`src/rtl/alu_op_pkg.sv`:
```
`timescale 1ns/1ps
package alu_op_pkg;
    localparam int CLASS_W = 3;
    localparam int FUNC_W  = 6;
    localparam int CTL_W   = 3;
    localparam int SEL_W   = CTL_W - 1;
    localparam int LOW_W   = 4;

    typedef enum logic [CTL_W-1:0] {
        CTL_AND = 3'b000,
        CTL_OR  = 3'b001,
        CTL_ADD = 3'b010,
        CTL_SUB = 3'b110,
        CTL_SLT = 3'b111
    } alu_ctl_e;

    typedef enum logic [CLASS_W-1:0] {
        CLS_ADDR = 3'b000,
        CLS_CMP  = 3'b001,
        CLS_ORI  = 3'b010,
        CLS_FUNC = 3'b100
    } op_class_e;
endpackage

```
`src/rtl/alu_fixed_decode.sv`:
```
`timescale 1ns/1ps
module alu_fixed_decode
    import alu_op_pkg::*;
(
    input  logic [CLASS_W-1:0] op_class,
    output logic [CTL_W-1:0]   fixed_ctl,
    output logic               use_func
);
    always_comb begin
        fixed_ctl = CTL_ADD;
        use_func  = 1'b0;
        case (op_class)
            CLS_ADDR: fixed_ctl = CTL_ADD;
            CLS_CMP:  fixed_ctl = CTL_SUB;
            CLS_ORI:  fixed_ctl = CTL_OR;
            CLS_FUNC: use_func  = 1'b1;
            default:  fixed_ctl = CTL_ADD;
        endcase
    end
endmodule

```
`src/rtl/alu_func_decode.sv`:
```
`timescale 1ns/1ps
module alu_func_decode
    import alu_op_pkg::*;
(
    input  logic [FUNC_W-1:0] func,
    output logic [CTL_W-1:0]  func_ctl
);
    logic [LOW_W-1:0] low;
    logic             inv_b;
    logic             sel_hi;
    logic             sel_lo;

    assign low = func[LOW_W-1:0];

    always_comb begin
        unique case (low[2:0])
            3'b010:  inv_b = 1'b1;
            default: inv_b = 1'b0;
        endcase
    end

    assign sel_hi = ~low[2];

    always_comb begin
        unique case (low)
            4'b0101, 4'b1010: sel_lo = 1'b1;
            default:          sel_lo = 1'b0;
        endcase
    end

    assign func_ctl = {inv_b, sel_hi, sel_lo};
endmodule

```
`src/rtl/alu_op_decoder.sv`:
```
`timescale 1ns/1ps
module alu_op_decoder
    import alu_op_pkg::*;
(
    input  logic [CLASS_W-1:0] op_class,
    input  logic [FUNC_W-1:0]  func,
    output logic [CTL_W-1:0]   alu_ctl,
    output logic               b_invert,
    output logic [SEL_W-1:0]   res_sel
);
    logic [CTL_W-1:0] fixed_ctl;
    logic [CTL_W-1:0] func_ctl;
    logic             use_func;

    alu_fixed_decode u_fixed (
        .op_class  (op_class),
        .fixed_ctl (fixed_ctl),
        .use_func  (use_func)
    );

    alu_func_decode u_func (
        .func     (func),
        .func_ctl (func_ctl)
    );

    assign alu_ctl  = use_func ? func_ctl : fixed_ctl;
    assign b_invert = alu_ctl[CTL_W-1];
    assign res_sel  = alu_ctl[SEL_W-1:0];
endmodule

```
`config.mk`:
```
export PLATFORM = sky130hd
export DESIGN_NAME = alu_op_decoder
export DESIGN_NICKNAME = d
export VERILOG_FILES = /design/src/rtl/alu_op_pkg.sv /design/src/rtl/alu_fixed_decode.sv /design/src/rtl/alu_func_decode.sv /design/src/rtl/alu_op_decoder.sv
export SDC_FILE = /design/constraint.sdc
export NUM_CORES = 1
export LEC_CHECK = 0
export BUFFER_PORTS_ARGS = -buffer_cell sky130_fd_sc_hd__buf_4
export CORE_AREA = 8 8 45 47
export DETAILED_ROUTE_END_ITERATION = 8
export DIE_AREA = 0 0 53 55
export GPL_ROUTABILITY_DRIVEN = 0
export REMOVE_ABC_BUFFERS = 1
export SYNTH_ARGS = -nofsm -noshare
export SYNTH_HDL_FRONTEND = slang
export SYNTH_HIERARCHICAL = 1
export SYNTH_SLANG_ARGS = --single-unit
```
`constraint.sdc`:
```
create_clock -name vclk -period 1.5
set_input_delay 0.15 -clock vclk [all_inputs]
set_output_delay 0.15 -clock vclk [all_outputs]
set_load 0.02 [all_outputs]
```
==> results of run 1 <==
-- through the flow --
stage	total power, mW	area, um2	util [%]	setup WS, ns
after floorplan	0.0256	98.8	-	0.387
after global routing	0.0631	224	16.2	0.185
after CTS	0.0595	224	16.2	0.223
final	0.0589	224	16.2	0.233
after global placement	0.0590	224	16.2	0.250
after detailed placement	0.0593	224	16.2	0.226
-- logic make-up after synthesis --
| logic type | after synthesis | synth area share [%] |
|---|---|---|
| AND/OR/NAND/NOR | 6 | 37.4 |
| AO/OA/AOI/OAI | 1 | 5.22 |
| multiplexers | 3 | 23.5 |
| buffers and inverters | 7 | 33.9 |
-- how the worst min path moves through the flow --
stage                     cells past startpoint    start          to
after detailed placement                      4  func[2]  res_sel[1]
after global routing                          4  func[2]  alu_ctl[1]
after global placement                        4  func[2]  alu_ctl[1]
final                                         4  func[2]  alu_ctl[1]
after floorplan                               2  func[2]  alu_ctl[1]
after CTS                                     4  func[2]  res_sel[1]
-- worst max-delay path: stages --
cell     delay (ns)
buf_4          0.12
nor3b_1        0.19
buf_4          0.15
mux2_2         0.34
buf_4          0.16
-- where the power goes --
part	total (mW)	leakage [nW]	internal (mW)	switching, mW
combinational	0.0589	0.109	0.0330	0.0259
sequential	0	0	0	0
clock	0	0	0	0
total	0.0589	0.109	0.0330	0.0259
-- cell type report --
| class | count | area [um2] | share of cell area [%] |
|---|---|---|---|
| Inverter | 1 | 3.75 | 1.68 |
| Timing Repair Buffer | 14 | 105 | 46.9 |
| Tap cell | 16 | 20.0 | 8.94 |
| Multi-Input combinational cell | 10 | 95.1 | 42.5 |
-- synthesized netlist by cell type --
library cell / count
a21o_1: 1
buf_4: 6
inv_1: 1
mux2_2: 3
nor3b_1: 3
nor3b_2: 1
nor4bb_1: 1
or3b_1: 1
-- layer usage --
metal	part of all wire (%)	global-route usage [%]	up-vias	wire length [um]
met3	14	0.535	0	49
met1	36	2.71	58	129
li1	-	-	72	-
met5	0	0	-	0
met4	0	0	0	0
met2	50	4.69	5	179
==> results by stage, run 1 <==
Status:
- The run finished with clean final reports.

Finish:
- In the layout the commonest cells are buf_4, mux2_2, nor3b_1.
- The area overhead of the layout relative to synthesis is 55.7%.
- The clock buffer instance count of the final layout is 0.
- The filler cells instantiated in the layout total 165.
- The commonest non-fill, non-tap cell in the layout is buf_4.
- Of the cells placed in the final design, the portion with a size suffix greater than 1 is 72.0%.
- The filler-free cell count of the finished design is 41.
- 0 antenna diodes ended up in the layout.
- The final net count is 36.
- Across the whole layout, storage elements account for 0 um2.
- The flip-flop and latch count is 0.

Route:
- The residual antenna-violating net count after detailed routing is 0.
- For this run, design rule violations remaining after detail routing come to 0.
- The number of iterations in the first detailed-routing pass is 1.
- Wires add up to 357 um.
- The average wire length per cell after detail routing is 8.71 um.
- The detailed router finished its first iteration with 0 violations.
- The average vias per placed instance is 3.29.
- The total number of vias is 135.

Die:
- The die is 53 um wide.
- The die span in y is 55 um.
- 15 I/O pins were placed.
- The full die area is 2920 um2.
- The initial cell density of the core is 10.4%.
- After floorplanning, the core was sized to cover 1380 um2.
- In this run the core area contains 14 standard-cell rows.

Setup path:
- STA classifies the critical path endpoint as an output pin.
- The first element of the critical path is op_class[1].
- The worst setup path endpoint is alu_ctl[2].
- In this run the worst path has a maximum fanout of 4.
- The data arrival time of the critical path is 1.12 ns.
- The kind of start point of the critical path is a primary input.
- The critical path class is in -> out.
- The data required time of the critical path is 1.35 ns.

Timing:
- Final hold analysis gives a worst-case slack of 0.739 ns.
- The slew at the pin with the worst max-slew slack is 0.268 ns.
- The highest clock rate is 789 MHz.
- Summed over all failing endpoints, the final setup total negative slack is 0 ns.
- The time the final worst path needs with I/O delays and setup is 1.27 ns.
- The share of the clock period used by the worst path after layout is 84.5%.
- Measured against its own limit, the worst slew margin works out to 81.9%.
- The final hold violation count was 0.
- Setup repair after global routing left no endpoint under its margin.
- Setup violations remaining at the end of the flow were counted as 0.
- The total count of max-transition violations in the final report is 0.

Yosys:
- Synthesis produced 17 cells.
- The share of the synthesized area in the top cell type is 31.3%.
- The Yosys step of the flow raised 6 warnings.
- The share of synthesized area occupied by flip-flops and latches is 0%.
- By area the synthesized netlist is led by buf_4, mux2_2, nor3b_1.
- The cell area after technology mapping is 144 um2.
- The cell type contributing the most total cell area after synthesis is buf_4.
- The synthesized netlist contains 8 unique library cells.
- A synthesized cell averages 8.46 um2.

Placement:
- The sum of net half-perimeters after detailed placement is 326 um.
- The post-placement cell count is 41.
- The count of port buffers added during placement is 13.

Global routing:
- The first-pass GRT wire length is 593 um.
- The number of global-route vias before repair came to 134.
- The pin count of the biggest net entering global routing is 5.
- The overall overflow remaining after global route is 0.
- The global-route total usage across every layer is 2.40%.
- The initial antenna violation count was 0.

Hold path:
- The worst hold path belongs to the class in -> out.

Power and ir drop:
- The cell area power density is 263 nW/um2.
- The highest ir drop seen on vdd is 0.0537 mV.
- For this design the static power due to leakage is 0.109 nW.

Clocking:
- Once the clock tree was built, the resizer swapped 0 gates to a different size.
- The count of hold buffers inserted by post-cts repair is 0.
- In this run the post-CTS setup repair buffer count came out at 0.

Job:
- Max-cap violations in this run came to 0.
Power figures use the tool's default switching activity.
==> inputs of run 2 (changes only) <==
clock period = 1.24 ns   (was 1.5 ns; I/O delays follow)
==> run 2 against run 1 <==
  * Non-clock buffer count stayed put
  * Via count is 3.7% higher
  * Final area unchanged
  * Hold slack got worse by 0.055 ns
  * Sequential share of layout area unchanged
  * Flip-flop and latch count unchanged
  * Clock-buffer cell count stayed put
  * Critical path type unchanged
  * Largest cell class unchanged
==> results by stage, run 2 (synthesized netlist as in run 1, its figures left out) <==
Status:
- The run finished with clean final reports.

Route:
- The routed layout has 140 vias.
- The residual antenna-violating net count after detailed routing is 0.
- For this block, the routed nets add up to 381 um of wire.
- The count of unresolved DRC violations after routing is 0.
- The number of DRC violations after detailed-routing iteration 0 is 0.
- The average wire length per cell after detail routing is 9.29 um.
- The average vias per placed instance is 3.41.
- For this run, the detailed router's first-pass iteration total came to 1.

Placement:
- The count of port buffers added during placement is 13.
- After legalization and detailed placement, the total HPWL measured 335 um.
- After detailed placement, the total cell area comes to 224 um2.

Setup path:
- Along the worst path, the maximum fanout reaches 4.
- The worst setup path is launched from a primary input.
- The most critical setup path has its startpoint at op_class[1].
- The critical path is of the in -> out type.
- The worst setup path endpoint is alu_ctl[0].
- Data arrives at the worst endpoint at 1.08 ns.
- Data on the critical path is required at its endpoint by 1.12 ns.
- The worst setup path is captured at an output pin.

Global routing:
- The pin count of the biggest net entering global routing is 5.
- The number of global-route vias before repair is 130.
- Global routing used 2.34% of the available tracks.
- The initial antenna violation count is 0.
- The overall overflow remaining after global route is 0.
- The first-pass GRT wire length is 565 um.

Die:
- Measured along the x axis, the die boundary spans 53 um.
- Once the floorplan was initialized, standard cells occupied 10.4% of the core.
- For this design the top-level I/O count stands at 15.
- The floorplan has 14 rows.
- The core area is 1380 um2.
- The die covers 2920 um2.
- In this run the vertical extent of the chip is 55 um.

Timing:
- In this run the tightest slew margin relative to its limit is 83.6%.
- The final hold violation count is 0.
- The worst path in the final design needs a cycle of 1.20 ns, including I/O delays and setup.
- For the pin with the worst max-slew slack, the measured transition is 0.243 ns.
- The worst hold-check slack is 0.685 ns.
- The share of the clock period used by the worst path after layout is 96.9%.
- The total count of max-transition violations in the final report is 0.
- Adding up every negative setup slack in the final design gives 0 ns.
- Static timing analysis puts the maximum clock frequency at 832 MHz.
- Setup violations remaining at the end of the flow were counted as 0.
- Setup repair after global routing left no endpoint under its margin.

Power and ir drop:
- The total leakage power is 0.109 nW.
- The highest ir drop seen on vdd is 0.0603 mV.
- The net switching power of the design is 31.8 uW.
- Summing internal, switching and leakage power gives 71.7 uW.
- The cell area power density is 320 nW/um2.
- The clock network fraction of design power is 0%.
- The cell-internal power is 40.0 uW.
- The combinational power share is 100.0%.
- Net switching is 44.3% of the power.
- The portion of total power attributed to sequential cells is 0%.

Hold path:
- In this run the most critical hold path is launched from func[2].
- The classification of the worst-slack hold path is in -> out.

Clocking:
- The count of hold buffers inserted by post-cts repair is 0.
- The post-CTS setup-driven buffer insertion count is 0.
- The total of cells resized after clock tree synthesis is 0.

Finish:
- Registers take 0 um2.
- The area overhead of the layout relative to synthesis is 55.7%.
- The final non-filler cell area is 224 um2.
- Leaving out fill and tap cells, the most frequent cells in the layout are buf_4, mux2_2, nor3b_1.
- The net count of the finished layout is 36.
- The library cell used most frequently in the layout, excluding fill and tap cells, is buf_4.
- The count of antenna diodes in the layout is 0.
- There are 0 flip-flops and latches.
- The ratio of cells with drive above 1 in the final layout is 72.0%.
- Clock buffers in the final layout number 0.

Job:
- The tool flagged a number of max-cap violations equal to 0.
-- run 2: cell counts in the layout (fill, tap and decap cells not counted) --
Identical to the previous run, type by type.
-- run 2: worst min-delay path by stage --
stage                  to  cells past startpoint
3_5_place_dp   res_sel[1]                      4
5_1_grt        alu_ctl[1]                      4
3_3_place_gp   alu_ctl[1]                      4
2_1_floorplan  alu_ctl[1]                      2
4_1_cts        res_sel[1]                      4
6_report       alu_ctl[1]                      4
-- run 2: critical path: stages --
cell     delay [ns]
buf_4          0.12
nor3b_1        0.19
buf_4          0.15
mux2_2         0.34
buf_4          0.16
-- run 2: routing by layer --
metal,part of all wire (%),up-vias,track usage (%)
met4,0,0,0
met3,12,0,0.535
met1,36,62,2.41
li1,-,73,-
met5,0,-,0
met2,52,5,4.88
-- run 2: final cells by class --
class | count | area, um2
multi-input combinational | 10 | 95.1
tap | 16 | 20.0
timing repair buffer | 14 | 105
inverter | 1 | 3.75
fill | 163 | 1160
-- run 2: power groups by stage --
stage	Sequential, mW	Clock, mW	Combinational (mW)
after global routing	0	0	0.0761
after detailed placement	0	0	0.0721
after global placement	0	0	0.0714
final	0	0	0.0717
after CTS	0	0	0.0724
after floorplan	0	0	0.0310
-- run 2: through the flow --
stage	util, %	setup slack, ns	cells
6_report	16.2	0.0387	41
5_1_grt	16.2	0.00519	41
4_1_cts	16.2	0.0364	41
3_5_place_dp	16.2	0.0400	41
3_3_place_gp	16.2	0.0417	41
2_1_floorplan	-	0.179	11
